==> src/rtl/sqmem_pkg.sv <==
package sqmem_pkg;

  typedef enum logic [1:0] {
    ACC_IDLE  = 2'd0,
    ACC_READ  = 2'd1,
    ACC_WHOLD = 2'd2
  } acc_t;

  function automatic acc_t classify(input logic cs_n, input logic we_n, input logic oe_n);
    if (cs_n)       return ACC_IDLE;
    else if (!we_n) return ACC_WHOLD;
    else if (!oe_n) return ACC_READ;
    else            return ACC_IDLE;
  endfunction

endpackage

==> src/rtl/sqmem_row_dec.sv <==
module sqmem_row_dec #(
  parameter int SIDE_BITS = 2,
  localparam int SIDE = 1 << SIDE_BITS
) (
  input  logic [SIDE_BITS-1:0] row,
  output logic [SIDE-1:0]      wordline
);
  for (genvar r = 0; r < SIDE; r++) begin : g_wl
    assign wordline[r] = (row == SIDE_BITS'(r));
  end
endmodule

==> src/rtl/sqmem_col_demux.sv <==
module sqmem_col_demux #(
  parameter int SIDE_BITS = 2,
  parameter int WORD_BITS = 0,
  localparam int SIDE = 1 << SIDE_BITS,
  localparam int W = 1 << WORD_BITS,
  localparam int GROUPS = SIDE / W,
  localparam int COL_BITS = SIDE_BITS - WORD_BITS
) (
  input  logic [COL_BITS-1:0] col,
  output logic [SIDE-1:0]     bit_mask
);
  for (genvar g = 0; g < GROUPS; g++) begin : g_grp
    assign bit_mask[g*W +: W] = {W{col == COL_BITS'(g)}};
  end
endmodule

==> src/rtl/sqmem_col_mux.sv <==
module sqmem_col_mux #(
  parameter int SIDE_BITS = 2,
  parameter int WORD_BITS = 0,
  localparam int SIDE = 1 << SIDE_BITS,
  localparam int W = 1 << WORD_BITS,
  localparam int GROUPS = SIDE / W,
  localparam int COL_BITS = SIDE_BITS - WORD_BITS
) (
  input  logic [SIDE-1:0]     row_bits,
  input  logic [COL_BITS-1:0] col,
  output logic [W-1:0]        word
);
  always_comb begin
    word = '0;
    for (int g = 0; g < GROUPS; g++) begin
      if (col == COL_BITS'(g)) word = row_bits[g*W +: W];
    end
  end
endmodule

==> src/rtl/sqmem_cell_array.sv <==
module sqmem_cell_array #(
  parameter int SIDE_BITS = 2,
  localparam int SIDE = 1 << SIDE_BITS
) (
  input  logic                 clk,
  input  logic                 commit,
  input  logic [SIDE-1:0]      wordline,
  input  logic [SIDE-1:0]      bit_mask,
  input  logic [SIDE-1:0]      wr_bits,
  input  logic [SIDE_BITS-1:0] rd_row,
  output logic [SIDE-1:0]      rd_bits
);
  logic [SIDE-1:0] rows [SIDE];

  for (genvar r = 0; r < SIDE; r++) begin : g_row
    logic [SIDE-1:0] cells_q;
    always_ff @(posedge clk) begin
      if (commit && wordline[r])
        cells_q <= (cells_q & ~bit_mask) | (wr_bits & bit_mask);
    end
    assign rows[r] = cells_q;
  end

  assign rd_bits = rows[rd_row];
endmodule

==> src/rtl/sqmem_top.sv <==
module sqmem_top
  import sqmem_pkg::*;
#(
  parameter int SIDE_BITS = 2,
  parameter int WORD_BITS = 0,
  localparam int SIDE = 1 << SIDE_BITS,
  localparam int W = 1 << WORD_BITS,
  localparam int GROUPS = SIDE / W,
  localparam int COL_BITS = SIDE_BITS - WORD_BITS,
  localparam int ADDR_W = SIDE_BITS + COL_BITS
) (
  input  logic              clk,
  input  logic              rst,
  input  logic              cs_n,
  input  logic              we_n,
  input  logic              oe_n,
  input  logic [ADDR_W-1:0] addr,
  input  logic [W-1:0]      din,
  output logic [W-1:0]      dout,
  output logic              dout_en
);
  logic [SIDE_BITS-1:0] row;
  logic [COL_BITS-1:0]  col;
  logic [SIDE-1:0]      wordline, bit_mask, rd_bits;
  logic [W-1:0]         rd_word;
  logic                 we_q, commit;
  acc_t                 acc;

  assign row = addr[ADDR_W-1 -: SIDE_BITS];
  assign col = addr[COL_BITS-1:0];
  assign acc = classify(cs_n, we_n, oe_n);

  // strobe history is forced to "released" while deselected
  always_ff @(posedge clk) begin
    if (rst) we_q <= 1'b1;
    else     we_q <= cs_n ? 1'b1 : we_n;
  end
  assign commit = !cs_n && we_n && !we_q;

  sqmem_row_dec #(.SIDE_BITS(SIDE_BITS)) u_dec (
    .row(row), .wordline(wordline));

  sqmem_col_demux #(.SIDE_BITS(SIDE_BITS), .WORD_BITS(WORD_BITS)) u_demux (
    .col(col), .bit_mask(bit_mask));

  sqmem_cell_array #(.SIDE_BITS(SIDE_BITS)) u_cells (
    .clk(clk), .commit(commit), .wordline(wordline), .bit_mask(bit_mask),
    .wr_bits({GROUPS{din}}), .rd_row(row), .rd_bits(rd_bits));

  sqmem_col_mux #(.SIDE_BITS(SIDE_BITS), .WORD_BITS(WORD_BITS)) u_mux (
    .row_bits(rd_bits), .col(col), .word(rd_word));

  always_ff @(posedge clk) begin
    if (rst) begin
      dout    <= '0;
      dout_en <= 1'b0;
    end else if (acc == ACC_READ) begin
      dout    <= rd_word;
      dout_en <= 1'b1;
    end else begin
      dout    <= '0;
      dout_en <= 1'b0;
    end
  end

  a_r1_one_wordline: assert property (@(posedge clk) disable iff (rst)
    $onehot(wordline));

  a_r7_mask_one_word: assert property (@(posedge clk) disable iff (rst)
    $countones(bit_mask) == W);

  a_r2_commit_after_low: assert property (@(posedge clk) disable iff (rst)
    commit |-> $past(!rst) && $past(!we_n) && $past(!cs_n));

  a_r3_quiet_deselected: assert property (@(posedge clk) disable iff (rst)
    $past(!rst) && $past(cs_n) |-> !dout_en && dout == '0);

  a_r5_write_wins: assert property (@(posedge clk) disable iff (rst)
    $past(!rst) && $past(!cs_n && !we_n) |-> !dout_en);

  a_r4_read_drives: assert property (@(posedge clk) disable iff (rst)
    $past(!rst) && $past(!cs_n && !oe_n && we_n) |-> dout_en);
endmodule

==> config.mk <==
export PLATFORM = sky130hd
export DESIGN_NAME = sqmem_top
export DESIGN_NICKNAME = d
export VERILOG_FILES = /design/src/rtl/sqmem_pkg.sv /design/src/rtl/sqmem_row_dec.sv /design/src/rtl/sqmem_col_demux.sv /design/src/rtl/sqmem_col_mux.sv /design/src/rtl/sqmem_cell_array.sv /design/src/rtl/sqmem_top.sv
export SDC_FILE = /design/constraint.sdc
export NUM_CORES = 1
export LEC_CHECK = 0
export ABC_AREA = 1
export CORE_UTILIZATION = 64
export CTS_CLUSTER_SIZE = 16
export DETAILED_ROUTE_END_ITERATION = 12
export DONT_BUFFER_PORTS = 1
export GPL_ROUTABILITY_DRIVEN = 0
export PLACE_DENSITY = 0.8
export SLEW_MARGIN = 40
export SYNTH_ARGS = -nofsm -noshare
export SYNTH_HDL_FRONTEND = slang
export SYNTH_HIERARCHICAL = 1
export SYNTH_SLANG_ARGS = --single-unit
==> constraint.sdc <==
create_clock -name clk -period 3.85 [get_ports clk]
set_input_delay 0.1925 -clock clk [delete_from_list [all_inputs] [get_ports clk]]
set_output_delay 0.1925 -clock clk [all_outputs]
set_load 0.02 [all_outputs]
==> results of run 1 <==
## synthesized netlist by cell type (all sizes together)
| library cell | number |
|---|---|
| buf | 1 |
| edfxtp | 16 |
| inv | 36 |
| nand3 | 10 |
| nand2 | 33 |
| nor3 | 1 |
| dfxtp | 3 |
| nor2 | 25 |
| clkinv | 1 |
## worst max-delay path: cells and delay by family
kind / cells / cell delay (ns)
buffers and inverters: 3 / 1.68
and+or+nand+nor: 2 / 0.17
## path summary, 6_finish.rpt
kind                                       from         endpoint  slack, ns  cells after the start
worst min-delay path                       oe_n  dout$_SDFF_PP0_       0.10                      3
worst max-delay path                        rst  we_q$_SDFF_PP1_       1.98                      5
worst min register to register  we_q$_SDFF_PP1_         register       0.74                      3
worst max register to register  we_q$_SDFF_PP1_         register       2.36                      3
## final cells by class
class | instances | share of cell area, %
flip-flops and latches | 19 | 51.1
clock buffers | 4 | 2.49
multi-input cells | 69 | 27.5
well taps | 15 | 1.78
inverters | 37 | 13.4
repair buffers | 4 | 3.79
## cell families after synthesis
| logic type | after synthesis | share of synthesized area (%) |
|---|---|---|
| buffers and inverters | 38 | 15.5 |
| flip-flops | 19 | 55.0 |
| AND/OR/NAND/NOR | 69 | 29.5 |
## metal layers
metal | vias up | GRT usage (%)
met5 | - | 0
met4 | 0 | 4.84
met3 | 2 | 4.89
met2 | 21 | 44.9
met1 | 309 | 28.0
li1 | 382 | -
## timing repair
item                      in CTS  in global routing
hold endpoints to repair      17                  0
gates resized for setup        0                  0
hold buffers                   4                  0
## power by group through the flow
stage               sequential (mW)  combinational [mW]  clock, mW
finish                        0.224              0.0288     0.0968
global route                  0.225              0.0321      0.103
CTS                           0.224              0.0278     0.0967
detailed placement            0.229              0.0228          0
global placement              0.229              0.0223          0
floorplan                     0.229              0.0213          0
## through the flow
| step | power (mW) | instances | hold WS [ns] | utilization, % | worst slack (ns) |
|---|---|---|---|---|---|
| after floorplan | 0.250 | 126 | 0.278 | - | 2.57 |
| after global placement | 0.251 | 140 | 0.287 | 72.5 | 2.43 |
| after detailed placement | 0.252 | 140 | 0.284 | 72.5 | 2.38 |
| after CTS | 0.349 | 148 | 0.0894 | 77.4 | 2.07 |
| after global routing | 0.359 | 148 | 0.103 | 77.4 | 1.99 |
| final | 0.350 | 148 | 0.105 | 77.4 | 1.98 |
==> results.md, run 1 <==
- Outcome: finished, final reports clean
- RSZ-0062 raised after global routing: false
- Mean routed wirelength per cell: 12.1 um
- NetSw: 0.0754 mW
- Clock tree sinks: 19
- Initial Util: 72.0%
- Sequential share of the synthesized area: 55.0%
- Vias: 714
- Initial antenna violation count: 0
- Post-CTS Setup Bufs: 0
- Die Area: 1700 um2
- Cell Pwr Density: 331 nW/um2
- DRC viols: 0
- Final period utilization: 48.6%
- Filler Cells Inserted: 106
- First-pass GRT wire length: 2.48 mm
- Slew Limit Fails: 0
- Synthesized net count: 136
- DR iter-0 viols: 25
- Wire length on met3: 83 um
- CTS clk-pin slew, worst paths: 0.10 ns
- Synth top area share: 48.9%
- LEAKAGE: 0.514 nW
- Setup Skew: 0.00647 ns
- Multi-input gate area: 290 um2
- Non-Filler Cell Area, Final: 1060 um2
- Netlist cell types: 13
- H-tree Lvls: 1
- Mean post-synth cell area: 7.81 um2
- Worst hold path class: in -> reg
- Top post-synthesis cells by area: edfxtp_1 (49%), nand2_1 (11%), inv_1 (9.5%)
- Post-Route WL: 1.79 mm
- Max FO, Critical Path: 2
- Row cnt: 13
- Total gr overflow: 0
- Vias in the first global route: 623
- Final #Nets: 144
- Post-DP HPWL: 1.21 mm
- Ant diodes: 0
- Layout cells sized above 1: 15.8%
- Synth warn: 6
- Core area: 1370 um2
- CTS tree: done
- Top routing layer in use: met4
- Worst EP required: 4.04 ns
- Slew HR: 55.3%
- Worst Tran Pin Value: 0.665 ns
- Part of the power in combinational logic: 8.2%
- Area post-placement: 991 um2
- Final setup violation count: 0
- Sw Share: 21.6%
- CTS root buf: clkbuf_4
- CP max-delay cell: dlygate4sd3_1
- PortBufs: 0
- Register area: 541 um2
- Metal2 WL: 926 um
- Clk network pwr share: 27.6%
- DIE HEIGHT: 41.2 um
- Area growth syn-to-layout: 7.51%
- Cell count after synthesis: 126
- Critical path startpoint category: input pin
- Routed Antenna Nets: 0
- CP cell instances: dlygate4sd3_1 -> nor2_2 -> dlygate4sd3_1 -> nand2_1 -> dlygate4sd3_1
- Via/cell ratio: 4.82
- Worst EP arrival: 2.06 ns
- FMAX: 535 MHz
- Clk_lat worst skew: 0.29 ns
- I/O pin count: 12
- Area leader, netlist: edfxtp_1
- Seq pwr share: 64.1%
- Cell area after synthesis: 983 um2
- First-pass DRT Iterations: 4
- GRT Overall Usage: 24.0%
- Final hold violation count: 0
- Num CTS Buffers: 3
- Die Wd: 41.2 um
- Sum Neg Setup Slack: 0 ns
- M1 WL: 776 um
- WS Path Type: in -> reg
- Critical Path End Type: register
- CP dominant cell by count: dlygate4sd3_1
- Max cap viols: 0
- Longest Clk Path Bufs: 2
- Crit-path max cell delay: 0.57 ns
- Most frequent cells in the layout: nand2_1 (29), inv_1 (25), nor2_1 (22), edfxtp_1 (16)
- Minimum clock period: 1.87 ns
- Count of state elements after synthesis: 19
- Largest net degree at the start of global routing: 17
- Internal: 0.275 mW
- Worst VDD drop: 0.000243 V
- Most common cell after layout, fill and taps aside: nand2_1
Power figures use the tool's default switching activity.
==> inputs of run 2 (changes only) <==
ABC_AREA = 0   (was 1)
CORE_UTILIZATION = 59   (was 64)
PLACE_DENSITY = 0.75   (was 0.8)
clock period = 1.9 ns   (was 3.85 ns; I/O delays follow)
==> run 2 against run 1 <==
Against the previous run: final area fell by 7.3%; utilization down 3.9 points; cell count decreased by 47%; sequential share of layout area rose by 4.0 points; clock power increased by 110%; first-iteration DRC count shrank 12%; die area shrank 3.9%; non-clock buffer count increased by 3; setup slack got worse by 1.7 ns.
==> results.md, run 2 <==
- Outcome: finished, final reports clean (unchanged)
- Setup Skew: 0.00271 ns (was 0.00647 ns)
- Worst min-delay path startpoint: addr[1] (was oe_n)
- Total gr overflow: 0 (unchanged)
- Placed Instances: 68 (was 140)
- CTS root buf: clkbuf_4 (unchanged)
- Critical path startpoint category: register (was input pin)
- Clk_lat worst skew: 0.30 ns (was 0.29 ns)
- Finished Core Util: 73.5% (was 77.4%)
- Synthesized net count: 63 (was 136)
- Vias in the first global route: 484 (was 623)
- Initial Util: 65.2% (was 72.0%)
- CTS clk-pin slew, worst paths: 0.11 ns (was 0.10 ns)
- DR iter-0 viols: 22 (was 25)
- First-pass GRT wire length: 2.18 mm (was 2.48 mm)
- Routed Antenna Nets: 0 (unchanged)
- Commonest cells in the synthesized netlist: and3_1 (16), edfxtp_1 (16), mux4_1 (4), dfxtp_1 (3) (was nand2_1 (29), inv_1 (25), nor2_1 (22), edfxtp_1 (16))
- Row cnt: 13 (unchanged)
- Sequential share of the synthesized area: 62.2% (was 55.0%)
- Worst Tran Pin Value: 0.467 ns (was 0.665 ns)
- Worst hold path class: in -> reg (unchanged)
- Worst EP required: 2.11 ns (was 4.04 ns)
- Final setup violation count: 0 (unchanged)
- Most frequent cells in the layout: and3_1 (16), edfxtp_1 (16), dlygate4sd3_1 (6), mux4_1 (4) (was nand2_1 (29), inv_1 (25), nor2_1 (22), edfxtp_1 (16))
- Area growth syn-to-layout: 12.7% (was 7.51%)
- Cell Pwr Density: 721 nW/um2 (was 331 nW/um2)
- Synth warn: 6 (unchanged)
- Initial antenna violation count: 0 (unchanged)
- I/O pin count: 12 (unchanged)
- DRC viols: 0 (unchanged)
- Synth top area share: 55.3% (was 48.9%)
- Longest Clk Path Bufs: 2 (unchanged)
- Max cap viols: 0 (unchanged)
- Largest net degree at the start of global routing: 17 (unchanged)
- CP max-delay cell: mux4_1 (was dlygate4sd3_1)
- LEAKAGE: 0.399 nW (was 0.514 nW)
- CTS tree: done (unchanged)
- Final period utilization: 84.5%
- Post-DP HPWL: 925 um (was 1.21 mm)
- Worst EP arrival: 1.81 ns (was 2.06 ns)
- WS Path Type: reg -> reg (was in -> reg)
- Die Wd: 40.4 um (was 41.2 um)
- DIE HEIGHT: 40.4 um (was 41.2 um)
- Ant diodes: 0 (unchanged)
- Clock tree sinks: 19 (unchanged)
- Worst Hold End: dout$_SDFF_PP0_ (unchanged)
- Die Area: 1630 um2 (was 1700 um2)
- Final #Nets: 74 (was 144)
- Flop-to-flop setup slack: 0.29 ns (was 2.36 ns)
- Slew HR: 68.8% (was 55.3%)
- Final hold violation count: 0 (unchanged)
- Hold path depth: 2 (was 3)
- FF-to-FF path depth: 3 (unchanged)
- GRT Overall Usage: 23.0% (was 24.0%)
- Num CTS Buffers: 3 (unchanged)
- Max FO, Critical Path: 1 (was 2)
- Count of state elements after synthesis: 19 (unchanged)
- Netlist cell types: 14 (was 13)
- RSZ-0062 raised after global routing: false (unchanged)
- Synth async-reset ratio: 0% (unchanged)
- Via/cell ratio: 6.36 (was 4.82)
- Vias: 496 (was 714)
- Cell count after synthesis: 53 (was 126)
- Critical Path End Type: register (unchanged)
- Post-Route WL: 1.47 mm (was 1.79 mm)
- H-tree Lvls: 1 (unchanged)
- Layout cells sized above 1: 19.0% (was 15.8%)
- Area leader, netlist: edfxtp_1 (unchanged)
- Cell area after synthesis: 870 um2 (was 983 um2)
- First-pass DRT Iterations: 4 (unchanged)
- CP cell instances: mux4_1 -> mux4_2 -> and2_1 (was dlygate4sd3_1 -> nor2_2 -> dlygate4sd3_1 -> nand2_1 -> dlygate4sd3_1)
- Crit-path max cell delay: 0.51 ns (was 0.57 ns)
- FMAX: 623 MHz
- Slew Limit Fails: 0 (unchanged)
- Worst VDD drop: 0.000616 V (was 0.000243 V)
- PortBufs: 0 (unchanged)
- Mean post-synth cell area: 16.4 um2 (was 7.81 um2)
- Worst r2r dst: dout$_SDFF_PP0_
- Sum Neg Setup Slack: 0 ns (unchanged)
- Core area: 1330 um2 (was 1370 um2)
- Post-synth EDFFs: 16 (unchanged)
- Mean routed wirelength per cell: 18.9 um (was 12.1 um)
- Post-CTS Setup Bufs: 0 (unchanged)
- Dominant synthesized flop cell: edfxtp_1 (unchanged)
- Layout Cells excl Fill: 78 (was 148)
- Top post-synthesis cells by area: edfxtp_1 (55%), mux4_1 (12%), and3_1 (12%) (was edfxtp_1 (49%), nand2_1 (11%), inv_1 (9.5%))
- Minimum clock period: 1.61 ns
==> run 2: how the worst max path moves through the flow <==
stage                   from         endpoint  slack [ns]
global placement    register  dout$_SDFF_PP0_        0.32
detailed placement  register  dout$_SDFF_PP0_        0.30
floorplan           register  dout$_SDFF_PP0_        0.39
CTS                 register  dout$_SDFF_PP0_        0.29
global route        register  dout$_SDFF_PP0_        0.26
finish              register  dout$_SDFF_PP0_        0.29
==> run 2: what timing repair did <==
item	4_1_cts	5_1_grt
hold endpoints to repair	19	1
resized for setup	0	0
hold buffers	5	1
==> run 2: routing by layer <==
layer  up-vias  GRT usage [%]  wire length, um
li1        234              -                -
met1       231           28.3              580
met2        27           33.7              730
met5         -              0                0
met4         0           19.2               42
met3         4           5.56              119
==> run 2: metrics by stage <==
| step | hold slack, ns | area [um2] | setup slack, ns | total power [mW] |
|---|---|---|---|---|
| after floorplan | 0.167 | 870 | 0.389 | 0.489 |
| after global placement | 0.172 | 892 | 0.316 | 0.494 |
| after detailed placement | 0.172 | 892 | 0.303 | 0.495 |
| after CTS | 0.00203 | 970 | 0.290 | 0.705 |
| after global routing | 0.0768 | 980 | 0.258 | 0.731 |
| final | 0.0709 | 980 | 0.295 | 0.706 |
==> run 2: report_power, final <==
group | switching, mW | total, mW | internal [mW]
clock network | 0.127 | 0.206 | 0.0785
registers | 0.00190 | 0.455 | 0.453
logic | 0.0192 | 0.0456 | 0.0265
==> run 2: area by class of cell <==
class / instances / area [um2]
Multi-Input combinational cell: 33 / 325
Clock inverter: 1 / 5.00
Timing Repair Buffer: 7 / 67.6
Tap cell: 15 / 18.8
Clock buffer: 3 / 22.5
Fill cell: 96 / 354
Sequential cell: 19 / 541
==> run 2: kinds of logic (layout without fill, tap and decap cells) <==
group,Yosys count,after routing,synth area share (%)
and+or+nand+nor,28,28,22.7
buffers and inverters,1,11,0.431
DFF,19,19,62.2
muxes,5,5,14.7
==> run 2: worst max-delay path: cells and delay by family, from the launching register on <==
kind | cells | cell delay, ns
flip-flops | 1 | 0.39
AND/OR/NAND/NOR | 1 | 0.15
multiplexers | 2 | 0.97
